### config.mk
export PLATFORM = sky130hd
export DESIGN_NAME = addr_window_xlate
export DESIGN_NICKNAME = d
export VERILOG_FILES = /design/src/rtl/xlate_pkg.sv /design/src/rtl/xlate_regfile.sv /design/src/rtl/xlate_window.sv /design/src/rtl/xlate_prefetch.sv /design/src/rtl/addr_window_xlate.sv
export SDC_FILE = /design/constraint.sdc
export NUM_CORES = 1
export LEC_CHECK = 0
export ABC_AREA = 1
export ABC_CLOCK_PERIOD_IN_PS = 1200
export BUFFER_PORTS_ARGS = -buffer_cell sky130_fd_sc_hd__buf_2
export CORE_AREA = 2 2 127 129
export CTS_BUF_LIST = sky130_fd_sc_hd__clkbuf_8
export DETAILED_ROUTE_END_ITERATION = 8
export DIE_AREA = 0 0 129 131
export HOLD_SLACK_MARGIN = 0.02
export SLEW_MARGIN = 25
export SYNTH_ARGS = -nofsm -noshare
export SYNTH_HDL_FRONTEND = slang
export SYNTH_SLANG_ARGS = --single-unit
### constraint.sdc
create_clock -name clk -period 1.2 [get_ports clk]
set_input_delay 0 -clock clk [delete_from_list [all_inputs] [get_ports clk]]
set_output_delay 0 -clock clk [all_outputs]
set_load 0.02 [all_outputs]
### src/rtl/xlate_pkg.sv
package xlate_pkg;
  localparam int unsigned WORD_W = 32;
  localparam int unsigned SEL_W  = 2;

  typedef enum logic [SEL_W-1:0] {
    SEL_BASE  = 2'd0,
    SEL_MASK  = 2'd1,
    SEL_PCILO = 2'd2,
    SEL_PCIHI = 2'd3
  } cfg_sel_e;

  typedef enum logic [2:0] {
    XFER_SINGLE = 3'd0,
    XFER_BYTE   = 3'd1,
    XFER_HALF   = 3'd2,
    XFER_WORD   = 3'd3,
    XFER_WIDE   = 3'd4
  } xfer_e;

  localparam int unsigned ATTR_EN_BIT = 0;
  localparam int unsigned ATTR_PF_BIT = 1;
endpackage

### src/rtl/xlate_regfile.sv
module xlate_regfile
  import xlate_pkg::*;
#(
  parameter int unsigned ADDR_W    = 32,
  parameter int unsigned PAGE_BITS = 12,
  localparam int unsigned PAGE_W   = ADDR_W - PAGE_BITS
) (
  input  logic               clk,
  input  logic               rst_n,
  input  logic               wr_en,
  input  logic [SEL_W-1:0]   sel,
  input  logic [ADDR_W-1:0]  wdata,
  output logic [ADDR_W-1:0]  rdata,
  output logic [PAGE_W-1:0]  base_pg,
  output logic [PAGE_W-1:0]  mask_pg,
  output logic [PAGE_W-1:0]  tgt_pg,
  output logic [ADDR_W-1:0]  tgt_hi,
  output logic               win_en,
  output logic               pf_en,
  output logic               err
);
  logic [PAGE_W-1:0] inv_m;
  logic              contig;

  assign inv_m  = ~wdata[ADDR_W-1:PAGE_BITS];
  assign contig = ((inv_m & (inv_m + 1'b1)) == '0);

  always_ff @(posedge clk or negedge rst_n) begin
    if (!rst_n) begin
      base_pg <= '0;
      mask_pg <= '0;
      tgt_pg  <= '0;
      tgt_hi  <= '0;
      win_en  <= 1'b0;
      pf_en   <= 1'b0;
      err     <= 1'b0;
    end else if (wr_en) begin
      unique case (cfg_sel_e'(sel))
        SEL_BASE:  base_pg <= wdata[ADDR_W-1:PAGE_BITS];
        SEL_MASK: begin
          mask_pg <= wdata[ADDR_W-1:PAGE_BITS];
          win_en  <= wdata[ATTR_EN_BIT];
          pf_en   <= wdata[ATTR_PF_BIT];
          if (!contig) err <= 1'b1;
        end
        SEL_PCILO: tgt_pg <= wdata[ADDR_W-1:PAGE_BITS];
        SEL_PCIHI: tgt_hi <= wdata;
        default: ;
      endcase
    end
  end

  always_comb begin
    rdata = '0;
    unique case (cfg_sel_e'(sel))
      SEL_BASE:  rdata[ADDR_W-1:PAGE_BITS] = base_pg;
      SEL_MASK: begin
        rdata[ADDR_W-1:PAGE_BITS] = mask_pg;
        rdata[ATTR_EN_BIT]        = win_en;
        rdata[ATTR_PF_BIT]        = pf_en;
      end
      SEL_PCILO: rdata[ADDR_W-1:PAGE_BITS] = tgt_pg;
      SEL_PCIHI: rdata = tgt_hi;
      default:   rdata = '0;
    endcase
  end
endmodule

### src/rtl/xlate_window.sv
module xlate_window #(
  parameter int unsigned ADDR_W    = 32,
  parameter int unsigned PAGE_BITS = 12,
  localparam int unsigned PAGE_W   = ADDR_W - PAGE_BITS
) (
  input  logic [ADDR_W-1:0] addr,
  input  logic              valid,
  input  logic              win_en,
  input  logic [PAGE_W-1:0] base_pg,
  input  logic [PAGE_W-1:0] mask_pg,
  input  logic [PAGE_W-1:0] tgt_pg,
  output logic              hit,
  output logic [ADDR_W-1:0] xaddr
);
  logic [PAGE_W-1:0] diff;

  for (genvar b = 0; b < PAGE_W; b++) begin : g_bit
    assign diff[b]             = mask_pg[b] & (addr[PAGE_BITS+b] ^ base_pg[b]);
    assign xaddr[PAGE_BITS+b]  = mask_pg[b] ? tgt_pg[b] : addr[PAGE_BITS+b];
  end

  assign xaddr[PAGE_BITS-1:0] = addr[PAGE_BITS-1:0];
  assign hit = valid & win_en & ~(|diff);
endmodule

### src/rtl/xlate_prefetch.sv
module xlate_prefetch
  import xlate_pkg::*;
(
  input  logic       hit,
  input  logic       pf_en,
  input  logic       is_write,
  input  logic [2:0] size,
  output logic       pf_req
);
  logic narrow;

  always_comb begin
    unique case (xfer_e'(size))
      XFER_SINGLE, XFER_BYTE, XFER_HALF: narrow = 1'b1;
      default:                           narrow = 1'b0;
    endcase
  end

  assign pf_req = hit & pf_en & ~is_write & narrow;
endmodule

### src/rtl/addr_window_xlate.sv
module addr_window_xlate
  import xlate_pkg::*;
#(
  parameter int unsigned ADDR_W    = 32,
  parameter int unsigned PAGE_BITS = 12
) (
  input  logic              clk,
  input  logic              rst_n,
  input  logic              cfg_wr,
  input  logic [1:0]        cfg_sel,
  input  logic [ADDR_W-1:0] cfg_wdata,
  output logic [ADDR_W-1:0] cfg_rdata,
  output logic              mask_err,
  input  logic              req_valid,
  output logic              req_ready,
  input  logic [ADDR_W-1:0] req_addr,
  input  logic              req_write,
  input  logic [2:0]        req_size,
  output logic              rsp_valid,
  input  logic              rsp_ready,
  output logic              rsp_hit,
  output logic [ADDR_W-1:0] rsp_addr,
  output logic [ADDR_W-1:0] rsp_addr_hi,
  output logic              rsp_prefetch
);
  localparam int unsigned PAGE_W = ADDR_W - PAGE_BITS;

  logic [PAGE_W-1:0] base_pg, mask_pg, tgt_pg;
  logic              win_en, pf_en, hit;

  xlate_regfile #(.ADDR_W(ADDR_W), .PAGE_BITS(PAGE_BITS)) regs_i (
    .clk(clk), .rst_n(rst_n), .wr_en(cfg_wr), .sel(cfg_sel),
    .wdata(cfg_wdata), .rdata(cfg_rdata),
    .base_pg(base_pg), .mask_pg(mask_pg), .tgt_pg(tgt_pg),
    .tgt_hi(rsp_addr_hi), .win_en(win_en), .pf_en(pf_en), .err(mask_err)
  );

  xlate_window #(.ADDR_W(ADDR_W), .PAGE_BITS(PAGE_BITS)) win_i (
    .addr(req_addr), .valid(req_valid), .win_en(win_en),
    .base_pg(base_pg), .mask_pg(mask_pg), .tgt_pg(tgt_pg),
    .hit(hit), .xaddr(rsp_addr)
  );

  xlate_prefetch pf_i (
    .hit(hit), .pf_en(pf_en), .is_write(req_write),
    .size(req_size), .pf_req(rsp_prefetch)
  );

  assign rsp_hit   = hit;
  assign rsp_valid = req_valid;
  assign req_ready = rsp_ready;
endmodule

==> results.sh, run 1 <==
export IMPL_dr_pass1_iters=4
export IMPL_endpoint_kind="output port"
export IMPL_rsz0062_at_grt="yes"
export IMPL_synth_top_cells_by_area="dfrtp_1 47%, nand2_1 18%, o21ai_0 8.3%"
export IMPL_whs_endpoint="regs_i.tgt_pg[19]$_DFFE_PN0P_"
export IMPL_hold_depth=3
export IMPL_crit_type="reg2out"
export IMPL_cts_made_buffers=9
export IMPL_crit_reg2reg_capture="regs_i.mask_pg[0]$_DFFE_PN0P_"
export IMPL_row_count=46
export IMPL_crit_required_ns=1.20
export IMPL_cts_htree_levels=3
export IMPL_port_buffers=149
export IMPL_die_h_um=131
export IMPL_clkSlewWorstSetupHoldPaths_ns=0.09
export IMPL_cts_tree="done"
export IMPL_period_minus_slack_ns=1.66
export IMPL_slowest_delay_ns=0.40
export IMPL_layoutNonFillerInstCount=1116
export IMPL_yosys_warnings=0
export IMPL_syn_mean_instance_area_um2=7.54
export IMPL_yosysTopAreaCellShare_pct=47.2
export IMPL_p_comb_share_pct=38.6
export IMPL_synth_cell_types=26
export IMPL_syn_num_nets=744
export IMPL_ios=176
export IMPL_post_drt_wl_per_cell_um=15.1
export IMPL_reg2regPathDepth=4
export IMPL_crit_fanout=2
export IMPL_r2r_start="regs_i.mask_pg[0]$_DFFE_PN0P_"
export IMPL_overflow=0
export IMPL_r2r_slack_ns=0.30
export IMPL_fin_total_pwr_mw=9.95
export IMPL_vias=5260
export IMPL_ant_nets=0
export IMPL_gr_usage_all_layers_pct=20.1
export IMPL_syn_inst=669
export IMPL_p_switching_mw=3.53
export IMPL_crit_path_start_kind="register"
export IMPL_mostFrequentLayoutCell="nand2_1"
export IMPL_grt_pass1_wl_mm=26.0
export IMPL_gp_congestion=0.893
export IMPL_ys_ff_latch=95
export IMPL_grt_max_degree=65
export IMPL_cpLargestDelayFamily="simple AND/OR/NAND/NOR gates"
export IMPL_place_inst=1061
export IMPL_core_mm2=0.0156
export IMPL_vias_per_cell=4.71
export IMPL_area_growth_pct=50.7
export IMPL_initial_core_util_pct=32.3
export IMPL_violations="setup timing"
export IMPL_crit_chain="or2_4, nand3_2, o2111ai_2, nor2_2, nand2_2, nor3_2, buf_4"
export IMPL_finalWirelength_mm=16.9
export IMPL_drv_cap=0
export IMPL_clockRootBuffer="clkbuf_8"
export IMPL_antenna_found_initial=1
export IMPL_drc=0
export IMPL_hpwlAfterDp_mm=12.3
export IMPL_pwr_share_clk_pct=20.2
export IMPL_worst_pin_slew_ns=0.543
export IMPL_min_period_over_period_pct=138
export IMPL_hold_class="in2reg"
export IMPL_nNetsFinal=970
export IMPL_p_int_mw=6.42
export IMPL_cts_sinks=95
export IMPL_netSwitchingFraction_pct=35.5
export IMPL_crit_buf_inv=1
export IMPL_dieArea_mm2=0.0169
export IMPL_insertion_delay_ns=0.35
export IMPL_finalHoldViolations=0
export IMPL_syn_area_mm2=0.00504
export IMPL_critPathArrivalTime_ns=1.66
export IMPL_timing_final_ws_setup_ns=-0.460
export IMPL_power_density_mw_per_mm2=1310
export IMPL_yosys_area_top_type="dfrtp_1"
export IMPL_drive_above_1_share_pct=37.6
export IMPL_p_leak_nw=3.85
export IMPL_maxSlewViolCount=0
export IMPL_hold_start="cfg_wdata[31]"
export IMPL_ir_worst_vdd_uv=494
export IMPL_layout_common_cells="200 x nand2_1, 107 x buf_2, 95 x dfrtp_1, 80 x o21ai_0, 67 x buf_6"
export IMPL_ys_seq_area_share_pct=47.2
export IMPL_slowest_stage="dfrtp_1"
export IMPL_fin_skew_ns=0
export IMPL_dr_first_iter_drc_count=312
export IMPL_die_w_um=129
export IMPL_setup_viol=30
export IMPL_status="finished with violations"
export IMPL_slew_headroom_pct=63.8
export IMPL_p_seq_share_pct=41.2
export IMPL_max_freq_ghz=0.602
export IMPL_cts_buffer_depth=2
export IMPL_grt_pass1_vias=5083
## state kept, by name, indices dropped and copies added (netlist names)
signal / cells
regs_i.tgt_hi: 32
regs_i.mask_pg: 20
regs_i.base_pg: 20
regs_i.pf_en: 1
regs_i.win_en: 1
regs_i.tgt_pg: 20
regs_i.err: 1
## worst register-to-register path, delay by kind of cell, from the launching register on
kind / cells / cell delay [ns]
AO/OA/AOI/OAI: 1 / 0.07
flip-flops: 1 / 0.41
buffers and inverters: 2 / 0.25
AND/OR/NAND/NOR: 1 / 0.05
## cells by family (layout without fill, tap and decap cells)
| group | count (synthesis) | in the layout | synth area share [%] |
|---|---|---|---|
| XOR/XNOR | 5 | 5 | 0.869 |
| AO/OA/AOI/OAI | 120 | 120 | 12.6 |
| flip-flops | 95 | 95 | 47.2 |
| other | 0 | 1 | 0 |
| multiplexers | 13 | 13 | 2.90 |
| AND/OR/NAND/NOR | 347 | 347 | 28.5 |
| buffers and inverters | 89 | 319 | 7.94 |
## Yosys cell counts
cell type,count
a21oi_1,17
a22o_1,1
and2_1,1
buf_2,11
buf_4,14
clkbuf_1,15
dfrtp_1,95
inv_1,47
inv_2,2
mux2_2,13
nand2_1,240
nand2_2,3
nand3_1,13
nand3_2,2
nand3b_1,1
nand4_1,16
nor2_1,55
nor2_2,5
nor2_4,3
nor3_1,1
o2111ai_1,8
o21ai_0,84
o21ai_1,10
or2_1,1
or2_2,6
xor2_1,5
## worst max-delay path by stage
| stage | cells after the start | from | end |
|---|---|---|---|
| after floorplan | 6 | regs_i.base_pg[5]$_DFFE_PN0P_ | rsp_hit |
| after global placement | 7 | regs_i.base_pg[5]$_DFFE_PN0P_ | rsp_prefetch |
| after detailed placement | 7 | regs_i.base_pg[6]$_DFFE_PN0P_ | rsp_prefetch |
| after CTS | 7 | regs_i.base_pg[2]$_DFFE_PN0P_ | rsp_prefetch |
| after global routing | 7 | regs_i.base_pg[16]$_DFFE_PN0P_ | rsp_prefetch |
| final | 7 | regs_i.base_pg[6]$_DFFE_PN0P_ | rsp_prefetch |
## power groups by stage
stage | Combinational (mW) | Sequential (mW) | Clock, mW
after CTS | 3.60 | 4.08 | 2.07
after global routing | 4.18 | 4.17 | 2.21
after detailed placement | 3.01 | 4.11 | 0
final | 3.84 | 4.10 | 2.01
after floorplan | 1.44 | 4.32 | 0
after global placement | 2.98 | 4.09 | 0
## routing by layer
layer,part of all wire (%),vias to the layer above,track usage (%),wire length [µm]
met5,0,-,0,0
met4,1.7,0,5.95,292
met3,4.8,16,3.18,819
met2,48,164,34.4,8120
met1,45,2491,26.3,7650
li1,-,2589,-,-
## stage by stage
stage / utilization, % / area [µm²] / setup TNS, ns / hold WS [ns] / setup slack, ns
final: 48.7 / 7590 / -3.08 / 0.0226 / -0.460
after floorplan: - / 5050 / -0.140 / -0.296 / -0.0724
after CTS: 47.1 / 7340 / -3.62 / 0.0240 / -0.536
after detailed placement: 41.2 / 6430 / -0.435 / -0.0358 / -0.221
after global routing: 48.7 / 7590 / -5.29 / 0.0437 / -0.551
after global placement: 41.2 / 6430 / -0.400 / -0.0368 / -0.209
## what timing repair did
action | 4_1_cts | 5_1_grt
endpoints found under the setup margin | 36 | 42
resized for setup | 124 | 81
hold buffers | 29 | 0
buffers inserted | 9 | 13
pin swaps | 27 | 30
endpoints found under the hold margin | 133 | 0
## layout make-up
type	count	area (µm²)
diodes	1	2.50
clock buffers	12	165
clock inverters	3	17.5
fillers	1528	8000
inverters	49	194
multi-input cells	485	2520
flip-flops and latches	95	2380
well taps	216	270
repair buffers	255	2050
Note: power is estimated with default switching activity, not from simulation.
==> run 2: changes to the inputs <==
--- a/config.mk
+++ b/config.mk
@@ -13,6 +13,7 @@
 export DETAILED_ROUTE_END_ITERATION = 8
 export DIE_AREA = 0 0 129 131
 export HOLD_SLACK_MARGIN = 0.02
+export PLACE_DENSITY = 0.62
 export SLEW_MARGIN = 25
 export SYNTH_ARGS = -nofsm -noshare
 export SYNTH_HDL_FRONTEND = slang
==> run 2 against run 1 <==
  * The flow still finishes with violations (setup timing)
  * Total power grew 2.7%
  * Via count is 0.55% higher
  * Register-to-register slack lost 0.02 ns
  * Core utilization increased by 0.57 points
  * Sequential share of layout area decreased by 0.36 points
  * Maximum frequency down 6.1%
  * Count of clock-buffer cells in the layout is 2 lower
  * Hold slack improved by 0.0087 ns
  * Largest cell class unchanged
==> results.sh, run 2 (synthesized netlist as in run 1, its figures left out) <==
export IMPL_largest_register_ffs=32
export IMPL_layout_common_cells="198 x nand2_1, 105 x buf_2, 95 x dfrtp_1, 81 x o21ai_0, 68 x buf_6"
export IMPL_hold_class="in2reg"
export IMPL_violations="setup timing"
export IMPL_rsz0062_at_grt="yes"
export IMPL_vias=5289
export IMPL_ir_worst_vdd_uv=539
export IMPL_fin_total_pwr_mw=10.2
export IMPL_final_util_pct=49.3
export IMPL_core_mm2=0.0156
export IMPL_drc=0
export IMPL_cts_sinks=95
export IMPL_grt_max_degree=47
export IMPL_gp_congestion=0.861
export IMPL_overflow=0
export IMPL_row_count=46
export IMPL_met2_usage_pct=35.2
export IMPL_worst_pin_slew_ns=0.614
export IMPL_max_freq_ghz=0.566
export IMPL_crit_type="reg2out"
export IMPL_dieArea_mm2=0.0169
export IMPL_min_period_over_period_pct=147
export IMPL_clockRootBuffer="clkbuf_8"
export IMPL_endpoint_kind="output port"
export IMPL_drive_above_1_share_pct=37.2
export IMPL_die_w_um=129
export IMPL_cts_tree="done"
export IMPL_p_leak_nw=3.87
export IMPL_hpwlAfterDp_mm=12.6
export IMPL_hold_ws_ns=0.0313
export IMPL_cts_made_buffers=9
export IMPL_dr_first_iter_drc_count=333
export IMPL_whs_endpoint="regs_i.tgt_pg[13]$_DFFE_PN0P_"
export IMPL_grt_pass1_vias=5063
export IMPL_vias_per_cell=4.73
export IMPL_r2r_slack_ns=0.28
export IMPL_timing_final_ws_setup_ns=-0.567
export IMPL_slew_headroom_pct=59.0
export IMPL_crit_fanout=2
export IMPL_dr_pass1_iters=5
export IMPL_crit_required_ns=1.20
export IMPL_initial_core_util_pct=32.3
export IMPL_nNetsFinal=973
export IMPL_status="finished with violations"
export IMPL_critPathArrivalTime_ns=1.77
export IMPL_finalHoldViolations=0
export IMPL_use_met1_pct=25.7
export IMPL_crit_reg2reg_capture="regs_i.mask_pg[5]$_DFFE_PN0P_"
export IMPL_period_minus_slack_ns=1.77
export IMPL_r2r_start="regs_i.mask_pg[5]$_DFFE_PN0P_"
export IMPL_ios=176
export IMPL_mostFrequentLayoutCell="nand2_1"
export IMPL_reg2regPathDepth=4
export IMPL_fin_skew_ns=0
export IMPL_insertion_delay_ns=0.37
export IMPL_cts_buffer_depth=2
export IMPL_met3_usage_pct=3.58
export IMPL_post_drt_wl_per_cell_um=15.5
export IMPL_cts_htree_levels=3
export IMPL_fill_cells=1525
export IMPL_hold_depth=3
export IMPL_finalWirelength_mm=17.3
export IMPL_crit_path_start="regs_i.base_pg[13]$_DFFE_PN0P_"
export IMPL_top_usage_layer="met2"
export IMPL_die_h_um=131
export IMPL_gr_usage_all_layers_pct=20.2
export IMPL_post_place_ws_ns=-0.223
export IMPL_setup_viol=35
export IMPL_ant_nets=0
export IMPL_hold_start="cfg_wdata[25]"
export IMPL_port_buffers=149
export IMPL_largest_register="regs_i.tgt_hi"
export IMPL_crit_path_start_kind="register"
export IMPL_power_density_mw_per_mm2=1330
export IMPL_grt_pass1_wl_mm=25.9
export IMPL_area_growth_pct=52.4
export IMPL_maxSlewViolCount=0
export IMPL_antenna_found_initial=0
export IMPL_clkSlewWorstSetupHoldPaths_ns=0.10
export IMPL_n_antenna_cell=0
export IMPL_drv_cap=0
-- run 2: area by class of cell --
class / instances / area [µm²] / area share [%]
inverter: 49 / 194 / 2.52
sequential: 95 / 2380 / 30.9
clock inverter: 6 / 68.8 / 0.896
tap: 216 / 270 / 3.52
timing repair buffer: 258 / 2090 / 27.2
clock buffer: 10 / 138 / 1.79
multi-input combinational: 485 / 2540 / 33.1
-- run 2: timing repair --
item | 4_1_cts | 5_1_grt
endpoints found under the hold margin | 149 | 0
gates resized for setup | 131 | 79
hold buffers | 35 | 0
pin swaps | 27 | 23
setup endpoints to repair | 41 | 44
setup buffers | 7 | 13
-- run 2: per-stage QoR --
step | setup TNS (ns) | instance area [µm²] | cells
floorplan | -0.140 | 5050 | 669
global placement | -0.409 | 6450 | 1064
detailed placement | -0.440 | 6450 | 1064
CTS | -4.28 | 7420 | 1116
global route | -5.38 | 7680 | 1119
finish | -3.73 | 7680 | 1119
-- run 2: how the worst max path moves through the flow --
stage                              end  slack, ns
final                     rsp_prefetch      -0.57
after global routing      rsp_prefetch      -0.64
after CTS                 rsp_prefetch      -0.56
after detailed placement  rsp_prefetch      -0.22
after global placement    rsp_prefetch      -0.21
after floorplan                rsp_hit      -0.07
-- run 2: power breakdown --
group,switching (mW),internal (mW),total (mW)
clock,1.22,1.03,2.25
combinational,2.06,1.82,3.88
sequential,0.382,3.70,4.09
total,3.66,6.56,10.2
-- run 2: routing by layer --
layer	routed length (µm)	share of wire, %
met5	0	0
met4	234	1.4
met3	993	5.7
met2	8600	50
met1	7490	43
-- run 2: worst max-delay path, stage by stage, from the launching register on --
cell     delay [ns]
dfrtp_1        0.38
or2_2          0.29
nand3_1        0.06
nand3_1        0.09
nor2_2         0.16
nand2_2        0.11
nor3_2         0.15
buf_4          0.16
==> run 3: changes to the inputs <==
--- a/config.mk
+++ b/config.mk
@@ -8,12 +8,14 @@
 export ABC_AREA = 1
 export ABC_CLOCK_PERIOD_IN_PS = 1200
 export BUFFER_PORTS_ARGS = -buffer_cell sky130_fd_sc_hd__buf_2
+export CELL_PAD_IN_SITES_DETAIL_PLACEMENT = 1
+export CELL_PAD_IN_SITES_GLOBAL_PLACEMENT = 1
 export CORE_AREA = 2 2 127 129
 export CTS_BUF_LIST = sky130_fd_sc_hd__clkbuf_8
 export DETAILED_ROUTE_END_ITERATION = 8
 export DIE_AREA = 0 0 129 131
 export HOLD_SLACK_MARGIN = 0.02
-export PLACE_DENSITY = 0.62
+export PLACE_DENSITY = 0.81
 export SLEW_MARGIN = 25
 export SYNTH_ARGS = -nofsm -noshare
 export SYNTH_HDL_FRONTEND = slang
==> run 3 against run 2 <==
  * The run still ends with setup timing left
  * Via count grew 7.7%
  * First-iteration DRC count shrank 4.8%
  * Core utilization grew 0.23 points
  * Design area grew 0.47%
  * Total power is essentially flat
  * Sequential share of layout area shrank 0.13 points
  * Register-to-register slack lost 0.17 ns
  * Critical path type unchanged
  * Sequential power grew 1%
  * Clock skew is the same
  * Count of clock-buffer cells in the layout is the same
  * Hold slack lost 0.0023 ns
==> results.sh, run 3 (synthesized netlist as in run 1, its figures left out) <==
export IMPL_gp_congestion=0.867
export IMPL_insertion_delay_ns=0.36
export IMPL_max_freq_ghz=0.513
export IMPL_reg2regPathDepth=5
export IMPL_hpwlAfterDp_mm=14.1
export IMPL_layout_common_cells="198 x nand2_1, 106 x buf_2, 94 x dfrtp_1, 80 x o21ai_0, 72 x buf_6"
export IMPL_finalHoldViolations=0
export IMPL_vias_per_cell=5.08
export IMPL_dr_first_iter_drc_count=317
export IMPL_r2r_slack_ns=0.11
export IMPL_power_density_mw_per_mm2=1320
export IMPL_grt_pass1_vias=5784
export IMPL_cpLargestDelayFamily="simple AND/OR/NAND/NOR gates"
export IMPL_cts_tree="done"
export IMPL_die_w_um=129
export IMPL_vias=5698
export IMPL_fin_skew_ns=0
export IMPL_status="finished with violations"
export IMPL_die_h_um=131
export IMPL_port_buffers=149
export IMPL_post_place_ws_ns=-0.206
export IMPL_hold_class="in2reg"
export IMPL_crit_chain="nor2_2, nor2_1, nand2_1, nand4_1, nor2_1, nand2_2, nor3_2, buf_4"
export IMPL_nNetsFinal=978
export IMPL_clkSlewWorstSetupHoldPaths_ns=0.09
export IMPL_crit_type="reg2out"
export IMPL_dr_pass1_iters=5
export IMPL_largest_register_ffs=32
export IMPL_whs_endpoint="regs_i.tgt_pg[19]$_DFFE_PN0P_"
export IMPL_hold_ws_ns=0.0290
export IMPL_cts_htree_levels=3
export IMPL_crit_buf_inv=1
export IMPL_worst_pin_slew_ns=0.335
export IMPL_hold_start="cfg_wdata[31]"
export IMPL_overflow=0
export IMPL_cts_buffer_depth=2
export IMPL_setup_viol=36
export IMPL_ant_nets=0
export IMPL_final_util_pct=49.5
export IMPL_r2r_start="regs_i.base_pg[4]$_DFFE_PN0P_"
export IMPL_crit_fanout=4
export IMPL_cts_sinks=95
export IMPL_mostFrequentLayoutCell="nand2_1"
export IMPL_fin_area_mm2=0.00772
export IMPL_area_growth_pct=53.1
export IMPL_grt_max_degree=41
export IMPL_critPathArrivalTime_ns=1.95
export IMPL_dpl_instance_area_mm2=0.00651
export IMPL_core_mm2=0.0156
export IMPL_period_minus_slack_ns=1.95
export IMPL_largest_register="regs_i.tgt_hi"
export IMPL_finalWirelength_mm=21.1
export IMPL_crit_reg2reg_capture="regs_i.base_pg[4]$_DFFE_PN0P_"
export IMPL_initial_core_util_pct=32.3
export IMPL_endpoint_kind="output port"
export IMPL_n_antenna_cell=0
export IMPL_crit_path_start_kind="register"
export IMPL_rsz0062_at_grt="yes"
export IMPL_dieArea_mm2=0.0169
export IMPL_drc=0
export IMPL_maxSlewViolCount=0
export IMPL_violations="setup timing"
export IMPL_clockRootBuffer="clkbuf_8"
export IMPL_row_count=46
export IMPL_drv_cap=0
export IMPL_drive_above_1_share_pct=38.1
export IMPL_slew_headroom_pct=77.6
export IMPL_cts_made_buffers=9
export IMPL_min_period_over_period_pct=162
export IMPL_ios=176
export IMPL_ir_worst_vdd_uv=522
export IMPL_slowest_delay_ns=0.46
export IMPL_antenna_found_initial=0
export IMPL_p_leak_nw=3.90
export IMPL_critPathMostFrequentCell="nor2_1"
export IMPL_hold_depth=3
export IMPL_timing_final_ws_setup_ns=-0.748
export IMPL_slowest_stage="dfrtp_2"
export IMPL_gr_usage_all_layers_pct=23.5
export IMPL_grt_pass1_wl_mm=30.6
export IMPL_post_drt_wl_per_cell_um=18.8
export IMPL_crit_required_ns=1.20
-- run 3: report_power, final --
group | total [mW] | switching, mW | internal, mW
Combinational | 4.13 | 2.25 | 1.88
Clock | 1.93 | 1.15 | 0.782
Sequential | 4.14 | 0.435 | 3.70
Total | 10.2 | 3.84 | 6.37
-- run 3: worst min-delay path: stages --
cell and delay, ns:
buf_2 0.07, inv_1 0.11, o21ai_1 0.17
-- run 3: metal layers --
metal	routed length [µm]	track usage [%]
met1	8520	28.6
met2	10600	42.1
met3	1350	3.71
met4	655	8.82
met5	0	0
-- run 3: how the worst max path moves through the flow --
stage / from / depth (start not counted) / end
floorplan: regs_i.base_pg[5]$_DFFE_PN0P_ / 6 / rsp_hit
global placement: regs_i.base_pg[12]$_DFFE_PN0P_ / 8 / rsp_prefetch
detailed placement: regs_i.base_pg[13]$_DFFE_PN0P_ / 7 / rsp_hit
CTS: regs_i.base_pg[16]$_DFFE_PN0P_ / 7 / rsp_prefetch
global route: regs_i.base_pg[3]$_DFFE_PN0P_ / 8 / rsp_prefetch
finish: regs_i.base_pg[3]$_DFFE_PN0P_ / 8 / rsp_prefetch
-- run 3: layout make-up --
| class | count | area [µm²] |
|---|---|---|
| repair buffers | 263 | 2170 |
| flip-flops and latches | 95 | 2380 |
| inverters | 49 | 194 |
| fillers | 1926 | 7880 |
| clock buffers | 10 | 138 |
| multi-input cells | 485 | 2540 |
| well taps | 216 | 270 |
| clock inverters | 4 | 25.0 |
-- run 3: timing repair --
action	CTS	global route
endpoints found under the setup margin	39	44
resized for setup	142	73
endpoints found under the hold margin	133	0
hold buffers	31	0
buffers inserted	10	22
pin swaps	21	20
-- run 3: per-stage QoR --
step | power (mW) | setup TNS (ns) | instances
after floorplan | 5.76 | -0.140 | 669
after global placement | 7.13 | -0.379 | 1067
after detailed placement | 7.27 | -0.425 | 1067
after CTS | 9.85 | -4.48 | 1118
after global routing | 10.7 | -6.15 | 1122
final | 10.2 | -4.80 | 1122
